<file path="src/rtl/meas_sched_pkg.sv">
package meas_sched_pkg;
    localparam int NSENS = 4;
    localparam int IW    = $clog2(NSENS);
    localparam int VW    = 10;
    localparam int MW    = 3;
    localparam int LW    = 5;

    typedef struct packed {
        logic [NSENS-1:0]    en;
        logic [NSENS-1:0]    imm;
        logic [NSENS*MW-1:0] mode;
        logic [VW-1:0]       filt;
        logic [VW-1:0]       sens;
        logic [VW-1:0]       grp;
    } cfg_t;

    // samples per round for a filter code
    function automatic logic [LW-1:0] mode_count(input logic [MW-1:0] m);
        case (m)
            3'd0:    return LW'(1);
            3'd1:    return LW'(2);
            3'd2:    return LW'(4);
            3'd3:    return LW'(6);
            3'd4:    return LW'(10);
            default: return LW'(18);
        endcase
    endfunction

    function automatic logic [LW-1:0] sens_count(input cfg_t c, input logic [IW-1:0] i);
        if (c.imm[i]) return LW'(1);
        return mode_count(c.mode[i*MW +: MW]);
    endfunction
endpackage

</file>
<file path="src/rtl/meas_tick.sv">
module meas_tick #(
    parameter int VW         = 10,
    parameter int TICK_SHIFT = 8
) (
    input  logic          clk,
    input  logic          rst_n,
    input  logic [VW-1:0] unit,
    output logic          tick
);
    localparam int CW = VW + TICK_SHIFT;

    logic [CW-1:0] cnt_d, cnt_q;
    logic          tick_d, tick_q;
    logic [VW-1:0] unit_eff;
    logic [CW-1:0] limit;

    assign unit_eff = (unit == '0) ? VW'(1) : unit;
    assign limit    = {unit_eff, {TICK_SHIFT{1'b0}}} - CW'(1);

    always_comb begin
        tick_d = (cnt_q >= limit);
        cnt_d  = tick_d ? '0 : cnt_q + CW'(1);
    end

    always_ff @(posedge clk or negedge rst_n) begin
        if (!rst_n) begin
            cnt_q  <= '0;
            tick_q <= 1'b0;
        end else begin
            cnt_q  <= cnt_d;
            tick_q <= tick_d;
        end
    end

    assign tick = tick_q;

    // the tick is a single-clock pulse (TICK_SHIFT >= 1)
    assert_tick_pulse_R1: assert property (@(posedge clk) disable iff (!rst_n)
        tick_q |=> !tick_q);
endmodule

</file>
<file path="src/rtl/meas_pick.sv">
module meas_pick #(
    parameter int N  = 4,
    parameter int IW = 2
) (
    input  logic [N-1:0]  en,
    input  logic [IW-1:0] from,
    input  logic          incl,
    output logic          found,
    output logic [IW-1:0] idx
);
    // lowest enabled index above 'from' (or equal when incl)
    always_comb begin
        found = 1'b0;
        idx   = '0;
        for (int i = N - 1; i >= 0; i--) begin
            if (en[i] && ((i > int'(from)) || (incl && (i == int'(from))))) begin
                found = 1'b1;
                idx   = IW'(i);
            end
        end
    end
endmodule

</file>
<file path="src/rtl/meas_sched.sv">
module meas_sched
    import meas_sched_pkg::*;
#(
    parameter int TICK_SHIFT = 8
) (
    input  logic                clk,
    input  logic                rst_n,
    input  logic [NSENS-1:0]    sens_en,
    input  logic [VW-1:0]       period_unit,
    input  logic [VW-1:0]       filt_ival,
    input  logic [VW-1:0]       sens_ival,
    input  logic [VW-1:0]       grp_ival,
    input  logic [NSENS*MW-1:0] filt_mode,
    input  logic [NSENS-1:0]    imm_en,
    output logic                smp_strobe,
    output logic [IW-1:0]       smp_idx,
    output logic                round_done
);
    typedef struct packed {
        logic          in_round;
        logic [IW-1:0] idx;
        logic [LW-1:0] left;
        logic [VW-1:0] dly;
        cfg_t          cfg;
        logic          strobe;
        logic [IW-1:0] sidx;
        logic          done;
    } st_t;

    st_t           d, q;
    logic          tick;
    cfg_t          live, cfg_use;
    logic          first_found, next_found;
    logic [IW-1:0] first_idx, next_idx, cur_idx;
    logic [LW-1:0] cur_left;

    meas_tick #(.VW(VW), .TICK_SHIFT(TICK_SHIFT)) u_tick (
        .clk   (clk),
        .rst_n (rst_n),
        .unit  (period_unit),
        .tick  (tick)
    );

    assign live.en   = sens_en;
    assign live.imm  = imm_en;
    assign live.mode = filt_mode;
    assign live.filt = filt_ival;
    assign live.sens = sens_ival;
    assign live.grp  = grp_ival;

    // a round runs on its captured copy; a new round reads the inputs
    assign cfg_use = q.in_round ? q.cfg : live;

    meas_pick #(.N(NSENS), .IW(IW)) u_first (
        .en    (live.en),
        .from  ('0),
        .incl  (1'b1),
        .found (first_found),
        .idx   (first_idx)
    );

    assign cur_idx  = q.in_round ? q.idx : first_idx;
    assign cur_left = q.in_round ? q.left : sens_count(cfg_use, cur_idx);

    meas_pick #(.N(NSENS), .IW(IW)) u_next (
        .en    (cfg_use.en),
        .from  (cur_idx),
        .incl  (1'b0),
        .found (next_found),
        .idx   (next_idx)
    );

    always_comb begin
        d        = q;
        d.strobe = 1'b0;
        d.done   = 1'b0;
        if (tick) begin
            if (q.dly != '0) begin
                d.dly = q.dly - VW'(1);
            end else if (q.in_round || first_found) begin
                d.cfg    = cfg_use;
                d.strobe = 1'b1;
                d.sidx   = cur_idx;
                if (cur_left > LW'(1)) begin
                    d.in_round = 1'b1;
                    d.idx      = cur_idx;
                    d.left     = cur_left - LW'(1);
                    d.dly      = cfg_use.filt;
                end else if (next_found) begin
                    d.in_round = 1'b1;
                    d.idx      = next_idx;
                    d.left     = sens_count(cfg_use, next_idx);
                    d.dly      = cfg_use.imm[cur_idx] ? '0 : cfg_use.sens;
                end else begin
                    d.in_round = 1'b0;
                    d.done     = 1'b1;
                    d.dly      = cfg_use.imm[cur_idx] ? '0 : cfg_use.grp;
                end
            end
        end
    end

    always_ff @(posedge clk or negedge rst_n) begin
        if (!rst_n) q <= '0;
        else        q <= d;
    end

    assign smp_strobe = q.strobe;
    assign smp_idx    = q.sidx;
    assign round_done = q.done;

    assert_strobe_after_tick_R10: assert property (@(posedge clk) disable iff (!rst_n)
        q.strobe |-> $past(tick));
    assert_strobe_pulse_R10: assert property (@(posedge clk) disable iff (!rst_n)
        q.strobe |=> !q.strobe);
    assert_done_with_strobe_R6: assert property (@(posedge clk) disable iff (!rst_n)
        q.done |-> q.strobe);
    assert_strobe_enabled_R5: assert property (@(posedge clk) disable iff (!rst_n)
        q.strobe |-> q.cfg.en[q.sidx]);
    assert_idle_no_start_R8: assert property (@(posedge clk) disable iff (!rst_n)
        (!q.in_round && q.dly == '0 && !first_found) |=> !q.strobe);
endmodule

</file>
<file path="config.mk">
export PLATFORM = sky130hd
export DESIGN_NAME = meas_sched
export DESIGN_NICKNAME = d
export VERILOG_FILES = /design/src/rtl/meas_sched_pkg.sv /design/src/rtl/meas_tick.sv /design/src/rtl/meas_pick.sv /design/src/rtl/meas_sched.sv
export SDC_FILE = /design/constraint.sdc
export NUM_CORES = 1
export LEC_CHECK = 0
export BUFFER_PORTS_ARGS = -buffer_cell sky130_fd_sc_hd__buf_2
export CAP_MARGIN = 20
export CELL_PAD_IN_SITES_DETAIL_PLACEMENT = 1
export CELL_PAD_IN_SITES_GLOBAL_PLACEMENT = 1
export CORE_MARGIN = 10
export CORE_UTILIZATION = 40
export CTS_BUF_LIST = sky130_fd_sc_hd__clkbuf_8
export DETAILED_ROUTE_END_ITERATION = 7
export PLACE_DENSITY = 0.79
export SYNTH_ARGS = -nofsm -noshare
export SYNTH_HDL_FRONTEND = slang
export SYNTH_SLANG_ARGS = --single-unit
</file>
<file path="constraint.sdc">
create_clock -name clk -period 11.7 [get_ports clk]
set_input_delay 0.585 -clock clk [delete_from_list [all_inputs] [get_ports clk]]
set_output_delay 0.585 -clock clk [all_outputs]
set_load 0.01 [all_outputs]
</file>
=== Word level (Yosys, flattened, before mapping) ===
Cells that the tools add are included.

* Flip-flop bits (word level): 91
* Input bits: 62
* Output and inout bits: 4
* Logic and storage cells: 103

* $add $sub $neg: 4
* $mul: 2
* Order comparisons: 7
* Equal/unequal tests: 8
* Shift operators: 2
* Muxes and demuxes: 48
* Bitwise operators: 2
* Reduce and logical (&&, ||, !) cells: 14

{| class="wikitable"
|+ Operators by type and width
! operator !! count
|-
| $mux W64 || 1
|-
| $mux W10 || 5
|-
| $mux W50 || 1
|-
| $pmux W5 S5 || 2
|-
| $mux W18 || 2
|-
| $mux W5 || 5
|-
| $shiftx A12 B5 Y3 || 2
|-
| $mux W1 || 19
|-
| $add A18 B1 Y18 const B || 1
|-
| $ge A18 B18 Y1 || 1
|-
| $sub A18 B1 Y18 const B || 1
|-
| $mux W2 || 8
|-
| $eq A3 B2 Y1 const B || 4
|-
| $logic_not A10 Y1 || 1
|-
| $reduce_bool A10 Y1 || 1
|-
| $sub A10 B1 Y10 const B || 1
|-
| $mul A2 B2 Y4 const B || 2
|-
| $mux W4 || 2
|-
| $reduce_and A4 Y1 || 2
|-
| $mux W7 || 1
|-
| $eq A3 B1 Y1 const B || 2
|-
| $eq A3 B3 Y1 const B || 2
|-
| $logic_not A3 Y1 || 2
|-
| $lt A2 B3 Y1 const B || 2
|-
| other kinds (11) || 17
|}

=== Longest topological paths before layout ===
* Depth in word-level cells: 24
* Depth in mapped cells: 18
* Gate-level depth less buffers: 13

=== By module ===
A second synthesis with hierarchy kept.

* Cells, all modules: 570
* Area total of the unflattened synthesis: 5906.9 µm²

{| class="wikitable"
|+ Modules (own cells, without submodules)
! module !! instances !! cells each !! area an instance (µm²) !! seq. area each (µm²)
|-
| meas_sched || 1 || 403 || 4398.0 || 1801.7
|-
| meas_tick || 1 || 137 || 1296.2 || 475.5
|-
| meas_pick || 2 || 15 || 106.4 || 0.0
|}

=== Least setup slack after synthesis ===
No wires, ideal clock.

* Path type: input to register
* From: in sens_en[1]
* To: reg q[64] (netlist name)
* Setup time: 0.125 ns
* Arrival time: 3.677 ns
* Required time: 11.575 ns
* Setup slack: 7.898 ns
* Stages: 16
* Buffers on the path: 3
* Cells stage by stage: or3_1 > buf_2 > o21a_1 > buf_6 > a21oi_1 > a22oi_2 > a211oi_4 > and2b_1 > ha_1 > nand2b_1 > a21oi_1 > a31oi_4 > and2_4 > buf_6 > a21oi_4 > mux2_4

* Cells in the longest elaborated chain, start to end: 19

{| class="wikitable"
|+ RTL lines
! element !! RTL line !! source
|-
| start: declaration || meas_sched.sv:8 || <nowiki>input logic [NSENS-1:0] sens_en,</nowiki>
|-
| parallel branches: the longest is 19 deep, another holds $mul A2 B2 Y4 || n/a ||
|-
| end signal: assignment || meas_sched.sv:104 || <nowiki>if (!rst_n) q <= '0;</nowiki>
|-
| end signal: assignment || meas_sched.sv:105 || <nowiki>else q <= d;</nowiki>
|-
| end: declaration || meas_sched.sv:30 || <nowiki>st_t d, q;</nowiki>
|}

Several ways; the timed one is not identified. The select of a mux whose other input is x is not followed.
A chain may end at the register's enable or synchronous reset.

=== Worst setup path after layout ===
* From: reg q[71] (netlist name)
* To: reg q[65] (netlist name)

* Cells in the longest elaborated chain, start to end: 17

{| class="wikitable"
|+ RTL lines
! element
|-
| parallel branches: the longest is 17 deep, another holds $mul A2 B2 Y4
|}

Several ways; the timed one is not identified. The select of a mux whose other input is x is not followed.

==> impl_metrics.tcl <==
set metrics [dict create \
    status "finished, final reports clean" \
    start_kind "flop" \
    drt_wl_total_mm 15.57 \
    fillCellCount 1597 \
    cap_violations 0 \
    setup_slack_ns 6.633 \
    crit_fanout 46 \
    synthToLayoutAreaGrowth_pct 12.20 \
    io_buffers 65 \
    p_sw_frac 0.3027 \
    slew_violations 0 \
    end_kind "flop" \
    clock_latency_ns 0.37 \
    htree_num_levels 3 \
    pwr-share-comb 0.170 \
    gp_congestion 0.8686 \
    power_density_nw_per_um2 121.4 \
    rows 43 \
    start_util 0.4066 \
    dr_wl_met2_mm 7.840 \
    post-place-ws_ns 6.696 \
    post-cts-setup-buffer-count 0 \
    die_w_um 138.3 \
    internal-power_mw 0.5321 \
    die_area_um2 19130 \
    cp_data_arrival_time_ns 5.33 \
    numCtsBuffers 9 \
    clkSinkCount 90 \
    synthArstFlopShare 1.000 \
    drive_gt1_frac 0.2603 \
    power_frac_clock 0.318 \
    grt_pass1_vias 4952 \
    grtUsageTotal 0.1600 \
    skew_ns 0.007591 \
    fmax_mhz 197.4 \
    relSlewSlack 0.3103 \
    nets 679 \
    grt-ovfl-total 0 \
    postCtsHoldBufs 0 \
    dp_hpwl_mm 11.69 \
    layout_min_cycle_time_ns 5.067 \
    worstSetupPathType "flop to flop" \
    hold_viol 0 \
    wl_met3_um 618 \
    drt-wirelength-per-cell_um 19.79 \
    worstMarginPinSlew_ns 1.025 \
    crit_required_ns 11.97 \
    hp-class "input port to asynchronous set/reset pin" \
    drtIter0Drc 348 \
    worstPathCellList "buf_4 -> nor2_1 -> a211oi_2 -> nand2_1 -> a32oi_2 -> a211oi_4 -> and2b_1 -> ha_1 -> nand2b_1 -> a21oi_1 -> a31oi_4 -> and2_4 -> mux2_1 -> mux2_4" \
    rsz0062_at_grt "false" \
    cts_root_buf "clkbuf_8" \
    setup_viol 0 \
    grt_max_degree 53 \
    top_layer "met4" \
    power_mw 0.7631 \
    critPathBufInv 1 \
    tns_ns 0 \
    ir_worst_vdd_uv 65.10 \
    synth_area_um2 5600 \
    core_um2 13770 \
    cts_tree "done" \
    cts_max_path_buffers 2 \
    p_leak_nw 2.948 \
    antenna_cells 0 \
    seq_area_frac_synth 0.4021 \
    fin_crit_sh 0.4331 \
    syn_inst 545 \
    vias 4608 \
    switching_power_mw 0.2310 \
    seq_power_share 0.512 \
    dieHeight_um 138.3 \
    multiInputGateArea_um2 3154 \
    slowest_delay_ns 0.70 \
    synth_fp_nets 622 \
    grt_pass1_wl_mm 25.67 \
    ys.flop_type "dfrtp_1" \
    antenna_left 0 \
    firstDrtPassIters 4 \
    clk_pin_slew_ns 0.09 \
    synth.avg_cell_area_um2 10.28 \
    cp_top_family "compound AO/OA/AOI/OAI gates" \
    synth_edf_count 0 \
    drc 0 \
    antenna_found_initial 0 \
    ys_types 69 \
    yosys_warnings 0 \
    via_per_inst 5.855 \
    wl_met1_mm 6.740 \
    crit_slowest_cell "dfrtp_2" \
    ios 66 \
    ys_ff_latch 90 \
    cts_resized 0 \
    regArea_um2 2253 \
]
==> through the flow <==
stage | instances | util | hold WS [ns] | instance area, µm²
2_1_floorplan | 545 | - | 0.2894 | 5600
3_3_place_gp | 771 | 0.4399 | 0.4610 | 6058
3_5_place_dp | 771 | 0.4399 | 0.4754 | 6058
4_1_cts | 787 | 0.4562 | 0.1843 | 6284
5_1_grt | 787 | 0.4562 | 0.1917 | 6284
6_report | 787 | 0.4562 | 0.1657 | 6284
==> worst paths after layout <==
check                           startpoint              end  slack (ns)  depth (start not counted)
setup reg to reg                     q[71]            q[65]        6.63                         14
setup / recovery                     q[71]            q[65]        6.63                         14
hold reg to reg            u_tick.cnt_q[0]  u_tick.cnt_q[0]        0.49                          1
max in group asynchronous            rst_n            q[10]       10.50                          2
min in group clk               grp_ival[6]            q[10]        0.45                          2
hold / removal                       rst_n            q[37]        0.17                          1
==> metal layers <==
layer  GRT usage  up-vias
met5           0        -
met4     0.05938        0
met3     0.03014       35
met2      0.2751      128
met1      0.1940     2313
li1            -     2132
==> synth_stat cells (5+ instances only) <==
master    instances  area share
nor3_1           12       0.011
nor2_1           34       0.023
nor2b_1           5      0.0056
nand3_1          23       0.021
buf_6             5       0.010
xnor2_1          12       0.019
clkbuf_1         14      0.0094
inv_1            12      0.0080
mux2_2           40       0.080
and3_1            8      0.0089
o21ai_0          33       0.029
mux4_2           10       0.040
or3_1             5      0.0056
dfrtp_1          90        0.40
a31oi_1          10       0.011
a21oi_1          30       0.027
xor2_1           13       0.020
nor4_1            6      0.0067
mux2_4            7       0.019
ha_1             15       0.034
nand2b_1          5      0.0056
mux2i_1          27       0.048
nand2_1          51       0.034
==> layout by cell type, fill, tap and decap left out, types with 12 or more instances in the layout <==
| master | synthesis | routed |
|---|---|---|
| ha_1 | 15 | 15 |
| o21ai_0 | 33 | 33 |
| mux2_2 | 40 | 40 |
| buf_2 | 4 | 64 |
| xor2_1 | 13 | 13 |
| nor3_1 | 12 | 12 |
| nor2_1 | 34 | 33 |
| xnor2_1 | 12 | 12 |
| dfrtp_1 | 90 | 89 |
| a21oi_1 | 30 | 30 |
| nand2_1 | 51 | 51 |
| mux2i_1 | 27 | 27 |
| nand3_1 | 23 | 23 |
| inv_1 | 12 | 13 |
==> sequential cells by signal, indices dropped and copies added, names as in the netlist <==
signal and flops:
smp_idx 2, round_done 1, q 67, smp_strobe 1, u_tick.cnt_q 18, u_tick.tick 1
==> power by group through the flow <==
stage,Combinational [mW],Clock (mW),Sequential [mW]
2_1_floorplan,0.0885,0,0.384
3_3_place_gp,0.119,0,0.394
3_5_place_dp,0.131,0,0.396
4_1_cts,0.132,0.249,0.391
5_1_grt,0.150,0.262,0.398
6_report,0.129,0.243,0.391
==> cells by family (layout without fill, tap and decap cells) <==
kind of cell	after synthesis	after routing	share of synthesized area
xor gates and xnor gates	25	25	0.03910
adders and majority gates	15	15	0.03351
muxes	86	86	0.1917
DFF	90	90	0.4021
and+or+nand+nor	163	163	0.1399
buffers and inverters	38	100	0.03507
AOI/OAI and AO/OA	128	128	0.1586
==> final cells by class <==
cell class / instances / area share
timing repair buffer: 72 / 0.06053
multi-input combinational: 417 / 0.5020
clock inverter: 7 / 0.01613
tap: 180 / 0.03584
sequential: 90 / 0.3586
clock buffer: 9 / 0.01971
inverter: 12 / 0.007168
(Power assumes the default switching activity.)
